[config.mk]
export PLATFORM = sky130hd
export DESIGN_NAME = ref_time_regs
export DESIGN_NICKNAME = d
export VERILOG_FILES = /design/src/rtl/ref_time_pkg.sv /design/src/rtl/ref_prescale.sv /design/src/rtl/ref_time_count.sv /design/src/rtl/ref_reg_port.sv /design/src/rtl/ref_time_regs.sv
export SDC_FILE = /design/constraint.sdc
export NUM_CORES = 1
export LEC_CHECK = 0
export BUFFER_PORTS_ARGS = -buffer_cell sky130_fd_sc_hd__buf_2
export CAP_MARGIN = 5
export CORE_ASPECT_RATIO = 1.1
export CORE_UTILIZATION = 60
export DETAILED_ROUTE_END_ITERATION = 7
export PLACE_DENSITY = 0.81
export SYNTH_ARGS = -nofsm -noshare
export SYNTH_HDL_FRONTEND = slang
export SYNTH_SLANG_ARGS = --single-unit
[constraint.sdc]
create_clock -name clk -period 6 [get_ports clk]
set_input_delay 0.3 -clock clk [delete_from_list [all_inputs] [get_ports clk]]
set_output_delay 0.3 -clock clk [all_outputs]
set_load 0.005 [all_outputs]
[src/rtl/ref_time_pkg.sv]
package ref_time_pkg;
  localparam int WORD_W    = 32;
  localparam int REG_TICKS = 0;
  localparam int REG_SECS  = 1;
  localparam int NUM_REGS  = 2;
  localparam logic [1:0] SIZE_WORD = 2'b10;
endpackage

[src/rtl/ref_prescale.sv]
module ref_prescale #(
  parameter int QUANTUM = 16
) (
  input  logic clk,
  input  logic rst_n,
  output logic step
);
  localparam int QB = (QUANTUM > 1) ? $clog2(QUANTUM) : 1;

  generate
    if (QUANTUM > 1) begin : g_div
      logic [QB-1:0] phase_q;
      always_ff @(posedge clk or negedge rst_n) begin
        if (!rst_n) phase_q <= '0;
        else        phase_q <= phase_q + 1'b1;
      end
      assign step = &phase_q;
    end else begin : g_thru
      assign step = 1'b1;
    end
  endgenerate
endmodule

[src/rtl/ref_time_count.sv]
module ref_time_count #(
  parameter int REF_HZ  = 25000000,
  parameter int QUANTUM = 16,
  parameter int SEC_W   = 32,
  localparam int QUANTA = REF_HZ / QUANTUM,
  localparam int QW     = $clog2(QUANTA)
) (
  input  logic             clk,
  input  logic             rst_n,
  input  logic             step,
  output logic [QW-1:0]    quanta_q,
  output logic [SEC_W-1:0] secs_q
);
  localparam logic [QW-1:0] LAST = QW'(QUANTA - 1);

  logic at_end;
  assign at_end = (quanta_q == LAST);

  always_ff @(posedge clk or negedge rst_n) begin
    if (!rst_n) begin
      quanta_q <= '0;
      secs_q   <= '0;
    end else if (step) begin
      if (at_end) begin
        quanta_q <= '0;
        secs_q   <= secs_q + 1'b1;
      end else begin
        quanta_q <= quanta_q + 1'b1;
      end
    end
  end
endmodule

[src/rtl/ref_reg_port.sv]
module ref_reg_port import ref_time_pkg::*; #(
  parameter int ADDR_W = 4
) (
  input  logic              clk,
  input  logic              rst_n,
  input  logic              req_valid,
  input  logic              req_write,
  input  logic [ADDR_W-1:0] req_addr,
  input  logic [1:0]        req_size,
  input  logic [WORD_W-1:0] tick_word,
  input  logic [WORD_W-1:0] sec_word,
  output logic              rsp_valid,
  output logic              rsp_err,
  output logic [WORD_W-1:0] rsp_rdata,
  output logic              ro_write_err
);
  localparam int IW = ADDR_W - 2;

  logic [IW-1:0]     word_idx;
  logic              bad_shape, mapped, err_n, ro_hit;
  logic [WORD_W-1:0] rd_mux;

  assign word_idx  = req_addr[ADDR_W-1:2];
  assign bad_shape = (req_addr[1:0] != 2'b00) || (req_size != SIZE_WORD);
  assign mapped    = (int'(word_idx) < NUM_REGS);
  assign err_n     = bad_shape || !mapped || req_write;
  assign ro_hit    = req_write && !bad_shape && mapped;

  always_comb begin
    rd_mux = '0;
    if (word_idx == IW'(REG_TICKS))     rd_mux = tick_word;
    else if (word_idx == IW'(REG_SECS)) rd_mux = sec_word;
  end

  always_ff @(posedge clk or negedge rst_n) begin
    if (!rst_n) begin
      rsp_valid    <= 1'b0;
      rsp_err      <= 1'b0;
      rsp_rdata    <= '0;
      ro_write_err <= 1'b0;
    end else begin
      rsp_valid    <= req_valid;
      rsp_err      <= req_valid && err_n;
      rsp_rdata    <= (req_valid && !err_n) ? rd_mux : '0;
      ro_write_err <= req_valid && ro_hit;
    end
  end
endmodule

[src/rtl/ref_time_regs.sv]
module ref_time_regs import ref_time_pkg::*; #(
  parameter int REF_HZ  = 25000000,
  parameter int QUANTUM = 16,
  parameter int SEC_W   = 32,
  parameter int ADDR_W  = 4
) (
  input  logic              clk,
  input  logic              rst_n,
  input  logic              req_valid,
  input  logic              req_write,
  input  logic [ADDR_W-1:0] req_addr,
  input  logic [1:0]        req_size,
  output logic              rsp_valid,
  output logic              rsp_err,
  output logic [31:0]       rsp_rdata,
  output logic              ro_write_err
);
  localparam int QUANTA = REF_HZ / QUANTUM;
  localparam int QW     = $clog2(QUANTA);
  localparam int QSH    = (QUANTUM > 1) ? $clog2(QUANTUM) : 0;

  logic              tick_step;
  logic [QW-1:0]     quanta_q;
  logic [SEC_W-1:0]  secs_q;
  logic [WORD_W-1:0] tick_word, sec_word;

  ref_prescale #(.QUANTUM(QUANTUM)) pre_i (
    .clk(clk), .rst_n(rst_n), .step(tick_step)
  );

  ref_time_count #(.REF_HZ(REF_HZ), .QUANTUM(QUANTUM), .SEC_W(SEC_W)) cnt_i (
    .clk(clk), .rst_n(rst_n), .step(tick_step),
    .quanta_q(quanta_q), .secs_q(secs_q)
  );

  assign tick_word = WORD_W'(quanta_q) << QSH;
  assign sec_word  = WORD_W'(secs_q);

  ref_reg_port #(.ADDR_W(ADDR_W)) port_i (
    .clk(clk), .rst_n(rst_n),
    .req_valid(req_valid), .req_write(req_write),
    .req_addr(req_addr), .req_size(req_size),
    .tick_word(tick_word), .sec_word(sec_word),
    .rsp_valid(rsp_valid), .rsp_err(rsp_err),
    .rsp_rdata(rsp_rdata), .ro_write_err(ro_write_err)
  );
endmodule


==> flow_summary.yaml, run 1 <==
setup_path:
  ff2ff_setup_slack_ns: 3.38
  critical_path.startpoint: "cnt_i.quanta_q[0]$_DFFE_PN0P_"
  crit_type: "register to register"
  r2r_end: "cnt_i.secs_q[22]$_DFFE_PN0P_"
  r2r_start: "cnt_i.quanta_q[0]$_DFFE_PN0P_"
  critPathArrivalTime_ns: 2.87
  crit_fanout: 14
  cp-end-kind: "register"
  worst_setup_path_start_kind: "register"
  r2r_cells: 6
  required_ns: 6.25
grt:
  grt_max_degree: 64
  grt_use_met1_pct: 33.54
  grt_pass1_wl_um: 12920
  grt-busiest-layer: "met2"
  antenna_found_initial: 0
  met2_usage_pct: 39.63
  grt_pass1_vias: 2674
  met3_usage_pct: 6.667
  gr-usage-all-layers_pct: 25.26
  gr-total-overflow: 0
detailed_routing:
  drt_wl_total_um: 7801
  drtAntennaViolNets: 0
  drt-initial-drc-count: 155
  drc: 0
  drt-pass1-iter-count: 4
  via_per_inst: 5.540
  wl_per_cell_um: 16.08
  num_vias: 2687
floorplanning:
  row_count: 30
  die_x_um: 80.12
  ios: 45
  core_region_area_um2: 6344
  die_area_um2: 7045
  die_h_um: 87.93
  start_util_pct: 63.49
logic_synthesis:
  synth_seq_area_share_pct: 57.16
  syn_inst: 350
  synth_area_per_cell_um2: 11.51
  synth_area_leaders: "dfrtp_1 57%, xor2_1 6.1%, mux2i_1 5.2%, xnor2_1 4.6%, nor2_1 4.4%"
  ys_warn_count: 0
  synth-seq-cells: 92
  post_synth_num_cell_types: 36
  synth_largest_area_cell: "dfrtp_1"
  yosys.area.top_type_share_pct: 57.16
  syn_area_um2: 4028
  synth_nets: 363
timing:
  fin_crit_ns: 2.617
  rsz0062_at_grt: "false"
  setup_violations: 0
  tightest_slew_ns: 1.042
  maxSlewViolCount: 0
  hold_viol: 0
  slew_headroom_pct: 29.92
  fmax_ghz: 0.3822
  finalCritPeriodShare_pct: 43.61
  final.setup.tns_ns: 0
  skew_ns: 0.006079
clock_tree:
  htree_levels: 3
  ctsLongestPathBuffers: 2
  post-cts-setup-buffer-count: 0
  cts_root_buf: "clkbuf_8"
  cts_sinks: 92
  insertion_delay_ns: 0.36
  numCtsBuffers: 9
  cts_tree: "built"
  clk_pin_slew_worst_paths_ns: 0.08
hold_path:
  hold_path_end: "port_i.rsp_valid$_DFF_PN0_"
  worstHoldPathCells: 1
  worst_hold_path_type: "input pin to register"
  hold_path_startpoint: "req_valid"
outcome:
  outcome: "completed"
power_and_ir_drop:
  vdd_ir_drop_max_v: 0.0001599
  p_leak_nw: 2.233
  power.density_nw_per_um2: 240.8
final_layout:
  antenna_cells: 0
  areaGrowthSynthToFinish_pct: 12.89
  post_route_cells_drive_above_1_share_pct: 20.74
  fin_cells: 485
  layout_commonest_cell: "dfrtp_1"
  nNetsFinal: 413
  nFillCells: 444
  layout_common_cells: "92 x dfrtp_1, 47 x nor2_1, 43 x buf_2"
placement:
  portBuffers: 44
  post-dp-hpwl_um: 5448
  dp.cells: 468
  gp_congestion: 0.8043
job:
  cap_violations: 0
-- worst max path at each step --
stage,endpoint,slack (ns),depth (start not counted)
after floorplan,cnt_i.secs_q[22]$_DFFE_PN0P_,3.85,6
after global placement,cnt_i.secs_q[22]$_DFFE_PN0P_,3.51,6
after detailed placement,cnt_i.secs_q[22]$_DFFE_PN0P_,3.42,6
after CTS,cnt_i.secs_q[22]$_DFFE_PN0P_,3.35,6
after global routing,cnt_i.secs_q[22]$_DFFE_PN0P_,3.23,6
final,cnt_i.secs_q[22]$_DFFE_PN0P_,3.38,6
-- repair_timing --
action,4_1_cts,5_1_grt
hold buffers,1,0
endpoints found under the hold margin,29,0
gates resized for setup,0,0
-- area by class of cell --
cell class                      count  area [um^2]  area share, %
Tap cell                           80        100.1          2.201
Multi-Input combinational cell    236         1627          35.77
Sequential cell                    92         2302          50.63
Clock buffer                       12        145.1          3.192
Timing Repair Buffer               47        247.7          5.449
Clock inverter                      4        72.57          1.596
Inverter                           14        52.55          1.156
-- registers in the layout, indices dropped and copies added (netlist names) --
name	count
cnt_i.secs_q	32
cnt_i.quanta_q	21
pre_i.g_div.phase_q	4
port_i.rsp_err	1
port_i.rsp_valid	1
port_i.rsp_rdata	32
port_i.ro_write_err	1
-- synth_stat cells, drive strengths merged --
cell and count:
mux2i 21, or3 2, nor2 47, nor3 20, inv 14, nand4 14
and4 2, or3b 1, nand3b 2, nor4 12, xnor2 21, o21ai 2
dfrtp 92, o31ai 1, o21a 1, nand3 17, xor2 28, buf 5
a21o 2, or2 1, clkbuf 3, and2 11, mux2 1, or4b 2
nand2 19, ha 3, and3 6
-- metal layers --
metal | share of wire, % | up-vias | wire [um]
met4 | 2.8 | 0 | 219
met1 | 44 | 1303 | 3438
met2 | 49 | 79 | 3796
met3 | 4.4 | 22 | 347
li1 | - | 1283 | -
met5 | 0 | - | 0
-- power by group --
part           leakage (nW)  switching [mW]  internal [mW]
Clock                 0.107           0.204          0.246
Sequential             1.27        0.000152          0.620
Combinational         0.860          0.0183        0.00722
Total                  2.23           0.222          0.873
-- per-stage QoR --
stage	setup slack, ns	hold WS (ns)	utilization, %	instance area, um^2	power [mW]
final	3.383	0.08323	71.68	4547	1.095
after detailed placement	3.424	0.2509	68.09	4319	0.6585
after global placement	3.514	0.2476	68.09	4319	0.6581
after global routing	3.227	0.07222	71.68	4547	1.132
after floorplan	3.855	0.004409	-	4028	0.6407
after CTS	3.352	0.07522	71.68	4547	1.102
-- cell families (layout without fill, tap and decap cells) --
group                      count (synthesis)  count (layout)  synth area share, %
DFF                                       92              92                57.16
muxes                                     22              22                5.499
xor gates and xnor gates                  49              49                10.66
and+or+nand+nor                          156             156                22.31
adders and majority gates                  3               3               0.9321
AOI/OAI and AO/OA                          6               6               0.9941
buffers and inverters                     22              77                2.454
-- critical path, stage by stage (launching register included) --
cell and delay, ns:
dfrtp_1 0.45, ha_1 0.22, or4b_4 0.50, nor4_4 0.31, nand3_2 0.39, or3_1 0.49, xnor2_1 0.13
Power figures use the tool's default switching activity.
==> run 2, diff against run 1 <==
CORE_UTILIZATION = 58   (was 60)
PLACE_DENSITY = 0.79   (was 0.81)
clock period = 2.5 ns   (was 6 ns; I/O delays follow)
==> run 2 against run 1 <==
- clock skew grew 0.0076 ns
- sequential share of layout area is 1.5 points lower
- global-route usage is 0.97 points lower
- routed wire length fell by 1.3%
- maximum frequency is 13% higher
- die area rose by 3.4%
- register-to-register slack got worse by 3.2 ns
- sequential power rose by 140%
- combinational power rose to 2.6 times the previous value
- first-iteration DRC count fell by 22%
- worst hold slack worse by 0.056 ns
- count of clock-buffer cells in the layout unchanged
- critical path type unchanged
- largest power group unchanged
- highest routed layer unchanged
==> flow_summary.yaml, run 2 (same netlist as run 1, synthesis figures left out) <==
detailed_routing:
  wl_per_cell_um: 15.44
  drtAntennaViolNets: 0
  drt-initial-drc-count: 121
  num_vias: 2744
  drt_wl_total_um: 7703
  drc: 0
  via_per_inst: 5.499
  drt-pass1-iter-count: 4
timing:
  hold_viol: 0
  fmax_ghz: 0.4303
  finalCritPeriodShare_pct: 92.96
  maxSlewViolCount: 0
  final.setup.tns_ns: 0
  tightest_slew_ns: 0.4721
  skew_ns: 0.01364
  setup_violations: 0
  fin_crit_ns: 2.324
  slew_headroom_pct: 68.53
  rsz0062_at_grt: "false"
hold_path:
  hold_path_end: "port_i.ro_write_err$_DFF_PN0_"
  worstHoldPathCells: 3
  hold_path_startpoint: "req_size[1]"
  worst_hold_path_type: "input pin to register"
placement:
  dp.cells: 480
  post-dp-hpwl_um: 5300
  place_area_um2: 4409
  portBuffers: 44
  gp_congestion: 0.8471
grt:
  grt_pass1_vias: 2726
  gr-usage-all-layers_pct: 24.29
  grt_max_degree: 93
  antenna_found_initial: 0
  grt_pass1_wl_um: 12940
  gr-total-overflow: 0
final_layout:
  areaGrowthSynthToFinish_pct: 16.50
  final_area_um2: 4692
  multiInputGateArea_um2: 1627
  layout_commonest_cell: "dfrtp_1"
  layout_common_cells: "90 x dfrtp_1, 47 x nor2_1, 43 x buf_2"
  seq_area_um2: 2305
  fin_cells: 499
  nFillCells: 477
  post_route_cells_drive_above_1_share_pct: 23.26
  largestRegisters: "cnt_i.secs_q x32, port_i.rsp_rdata x32, cnt_i.quanta_q x21"
  antenna_cells: 0
  nNetsFinal: 425
setup_path:
  r2r_cells: 7
  worst_setup_path_start_kind: "register"
  ff2ff_setup_slack_ns: 0.18
  critPathArrivalTime_ns: 2.61
  crit_fanout: 6
  required_ns: 2.78
  r2r_start: "cnt_i.quanta_q[0]$_DFFE_PN0P_"
  r2r_end: "cnt_i.secs_q[31]$_DFFE_PN0P_"
  crit_type: "register to register"
  cp-end-kind: "register"
clock_tree:
  cts_tree: "built"
  htree_levels: 3
  clk_pin_slew_worst_paths_ns: 0.08
  post-cts-setup-buffer-count: 0
  numCtsBuffers: 9
  insertion_delay_ns: 0.36
  ctsLongestPathBuffers: 2
  cts_sinks: 92
  cts_root_buf: "clkbuf_8"
floorplanning:
  ios: 45
  die_area_um2: 7282
  die_x_um: 81.46
  die_h_um: 89.40
  start_util_pct: 60.72
  core_region_area_um2: 6633
  row_count: 31
outcome:
  outcome: "completed"
power_and_ir_drop:
  vdd_ir_drop_max_v: 0.0003986
  power.total_mw: 2.768
  p_leak_nw: 2.313
  power.density_nw_per_um2: 589.9
job:
  cap_violations: 0
[run 2: per-layer routing]
metal	up-vias	track usage [%]	part of all wire [%]
met1	1363	31.55	45
li1	1304	-	-
met3	10	6.122	4.1
met4	0	9.416	1.6
met2	67	39.09	49
met5	-	0	0
[run 2: where the power goes]
group	internal [mW]	total [mW]	switching, mW
clock	0.718	1.21	0.495
combinational	0.0222	0.0661	0.0439
sequential	1.49	1.49	0.000381
[run 2: how the worst max path moves through the flow]
stage,startpoint,end,slack [ns],cells after the start
finish,cnt_i.quanta_q[0]$_DFFE_PN0P_,cnt_i.secs_q[31]$_DFFE_PN0P_,0.18,7
global route,cnt_i.quanta_q[0]$_DFFE_PN0P_,cnt_i.secs_q[13]$_DFFE_PN0P_,0.006,7
CTS,cnt_i.quanta_q[0]$_DFFE_PN0P_,cnt_i.secs_q[31]$_DFFE_PN0P_,0.14,7
detailed placement,cnt_i.quanta_q[0]$_DFFE_PN0P_,cnt_i.secs_q[13]$_DFFE_PN0P_,0.17,7
global placement,cnt_i.quanta_q[0]$_DFFE_PN0P_,cnt_i.secs_q[31]$_DFFE_PN0P_,0.21,7
floorplan,cnt_i.quanta_q[0]$_DFFE_PN0P_,cnt_i.secs_q[22]$_DFFE_PN0P_,0.35,6
[run 2: metrics by stage]
stage / utilization (%) / setup slack [ns] / hold slack [ns]
3_5_place_dp: 66.48 / 0.1666 / 0.2081
2_1_floorplan: - / 0.3550 / -0.1706
4_1_cts: 70.70 / 0.1404 / 0.01704
6_report: 70.74 / 0.1760 / 0.02690
3_3_place_gp: 66.48 / 0.2097 / 0.2017
5_1_grt: 70.74 / 0.005602 / 0.03043
[run 2: repair_timing]
| item | 4_1_cts | 5_1_grt |
|---|---|---|
| setup endpoints to repair | 0 | 3 |
| hold endpoints to repair | 94 | 0 |
| hold buffers | 3 | 0 |
| gates resized for setup | 0 | 2 |
[run 2: final cells by class]
cell class / instances / share of cell area, %
Clock buffer: 12 / 3.307
Inverter: 14 / 1.120
Sequential cell: 92 / 49.12
Tap cell: 82 / 2.187
Clock inverter: 4 / 2.027
Timing Repair Buffer: 59 / 7.573
Multi-Input combinational cell: 236 / 34.67
[run 2: worst max-delay path, cell delays in order, from the launching register on]
cell and delay (ns):
dfrtp_2 0.41, ha_1 0.20, or4b_4 0.49, nor4_4 0.31, nand3_2 0.21, buf_4 0.21
nor4_2 0.26, xor2_1 0.16
==> run 3, diff against run 2 <==
CELL_PAD_IN_SITES_DETAIL_PLACEMENT = 1   (was default)
CELL_PAD_IN_SITES_GLOBAL_PLACEMENT = 1   (was default)
CORE_UTILIZATION = 46   (was 58)
PLACE_DENSITY = default   (was 0.79)
PLACE_DENSITY_LB_ADDON = 0.1   (was default)
==> run 3 against run 2 <==
- non-clock buffer count decreased by 1
- largest power group unchanged
- critical path depth unchanged
- critical endpoint is now cnt_i.secs_q[21]$_DFFE_PN0P_
- via count fell by 0.44%
- critical path type unchanged
- worst hold slack worse by 0.0023 ns
- design area decreased by 0.64%
- utilization fell by 16 points
- largest cell class unchanged
- highest routed layer unchanged
- register-to-register slack lost 0.03 ns
- count of clock-buffer cells in the layout fell by 1
- clock power down 21%
==> flow_summary.yaml, run 3 (same netlist as run 1, synthesis figures left out) <==
outcome:
  outcome: "completed"
timing:
  rsz0062_at_grt: "false"
  fin_crit_ns: 2.357
  finalCritPeriodShare_pct: 94.29
  skew_ns: 0.01353
  final.setup.tns_ns: 0
  setup_violations: 0
  worst_hold_slack_ns: 0.02457
  slew_headroom_pct: 61.35
  fmax_ghz: 0.4242
  tightest_slew_ns: 0.5798
  hold_viol: 0
  maxSlewViolCount: 0
clock_tree:
  ctsLongestPathBuffers: 2
  insertion_delay_ns: 0.36
  cts_root_buf: "clkbuf_8"
  cts_sinks: 92
  numCtsBuffers: 9
  post-cts-setup-buffer-count: 0
  cts_tree: "built"
  htree_levels: 3
  clk_pin_slew_worst_paths_ns: 0.09
grt:
  grt_pass1_vias: 2952
  grt_max_degree: 50
  grt_pass1_wl_um: 14670
  antenna_found_initial: 0
  gr-total-overflow: 0
  gr-usage-all-layers_pct: 20.86
setup_path:
  critPathArrivalTime_ns: 2.64
  required_ns: 2.79
  worst_setup_path_start_kind: "register"
  cp-end-kind: "register"
  crit_slowest_cell: "or4b_4"
  max_stage_delay_ns: 0.50
  crit_type: "register to register"
  critical_path.startpoint: "cnt_i.quanta_q[0]$_DFFE_PN0P_"
  cp.buffers_inverters: 1
  cpLargestDelayFamily: "simple AND/OR/NAND/NOR gates"
  crit_fanout: 14
  crit_chain: "ha_1, or4b_4, nor4_4, nand3_2, buf_4, nor4_1, xnor2_1"
  r2r_start: "cnt_i.quanta_q[0]$_DFFE_PN0P_"
floorplanning:
  row_count: 35
  die_area_um2: 9134
  die_h_um: 100.1
  core_region_area_um2: 8452
  ios: 45
  die_x_um: 91.22
  start_util_pct: 47.65
detailed_routing:
  drc: 0
  via_per_inst: 5.184
  drt-initial-drc-count: 110
  num_vias: 2732
  wl_per_cell_um: 16.50
  drt_wl_total_um: 8695
  drt-pass1-iter-count: 4
  drtAntennaViolNets: 0
hold_path:
  worst_hold_path_type: "input pin to register"
  hold_path_startpoint: "req_size[1]"
placement:
  post-dp-hpwl_um: 6202
  gp_congestion: 0.7667
  place_area_um2: 4438
  portBuffers: 44
final_layout:
  antenna_cells: 0
  areaGrowthSynthToFinish_pct: 15.75
  post_route_cells_drive_above_1_share_pct: 22.60
  layout_commonest_cell: "dfrtp_1"
  layout_common_cells: "92 x dfrtp_1, 47 x nor2_1, 43 x buf_2"
  largestRegisters: "cnt_i.secs_q x32, port_i.rsp_rdata x32, cnt_i.quanta_q x21"
  nNetsFinal: 424
  nFillCells: 937
  final_area_um2: 4662
power_and_ir_drop:
  power.density_nw_per_um2: 538.1
  vdd_ir_drop_max_v: 0.0002459
  p_leak_nw: 2.275
  power.total_mw: 2.509
job:
  cap_violations: 0
[run 3: final cells by class]
cell class | count | area [um^2] | share of cell area, %
clock buffer | 11 | 141.4 | 3.033
clock inverter | 5 | 45.04 | 0.9662
inverter | 14 | 52.55 | 1.127
multi-input combinational | 236 | 1634 | 35.05
sequential | 92 | 2302 | 49.38
tap | 111 | 138.9 | 2.979
timing repair buffer | 58 | 347.8 | 7.461
[run 3: report_power, final]
part           total [mW]  internal (mW)  leakage [nW]  switching (mW)
logic              0.0684         0.0222         0.916          0.0462
clock network       0.951          0.404        0.0920           0.548
registers            1.49           1.49          1.27        0.000329
[run 3: timing repair]
action	4_1_cts	5_1_grt
endpoints found under the setup margin	0	5
gates resized for setup	0	1
hold endpoints to repair	46	0
hold buffers	3	0
[run 3: metrics by stage]
stage	utilization, %	worst slack (ns)	std cells
3_3_place_gp	52.51	0.2285	508
2_1_floorplan	-	0.3550	350
5_1_grt	55.16	0.01732	527
4_1_cts	55.07	0.09482	527
6_report	55.16	0.1429	527
3_5_place_dp	52.51	0.1192	508
[run 3: path summary, 6_finish.rpt]
kind                                               endpoint  slack (ns)  depth (start not counted)
max                            cnt_i.secs_q[21]$_DFFE_PN0P_        0.14                          7
min reg2reg                pre_i.g_div.phase_q[0]$_DFF_PN0_        0.46                          1
max in group asynchronous     cnt_i.quanta_q[9]$_DFFE_PN0P_        1.55                          3
min                           port_i.ro_write_err$_DFF_PN0_        0.02                          3
max reg2reg                    cnt_i.secs_q[21]$_DFFE_PN0P_        0.14                          7
min in group asynchronous    port_i.rsp_rdata[22]$_DFF_PN0_        0.29                          2
[run 3: layer usage]
layer | share of wire, % | vias to the layer above | GRT usage, %
met4 | 1.4 | 0 | 6.227
met1 | 46 | 1379 | 26.65
met2 | 50 | 42 | 36.31
met3 | 2.8 | 8 | 3.939
met5 | 0 | - | 0
li1 | - | 1303 | -
[run 3: worst register-to-register path: stages, from the launching register on]
cell	delay, ns
dfrtp_1	0.44
ha_1	0.22
or4b_4	0.50
nor4_4	0.27
nand3_2	0.10
buf_4	0.23
nor4_1	0.38
xnor2_1	0.16
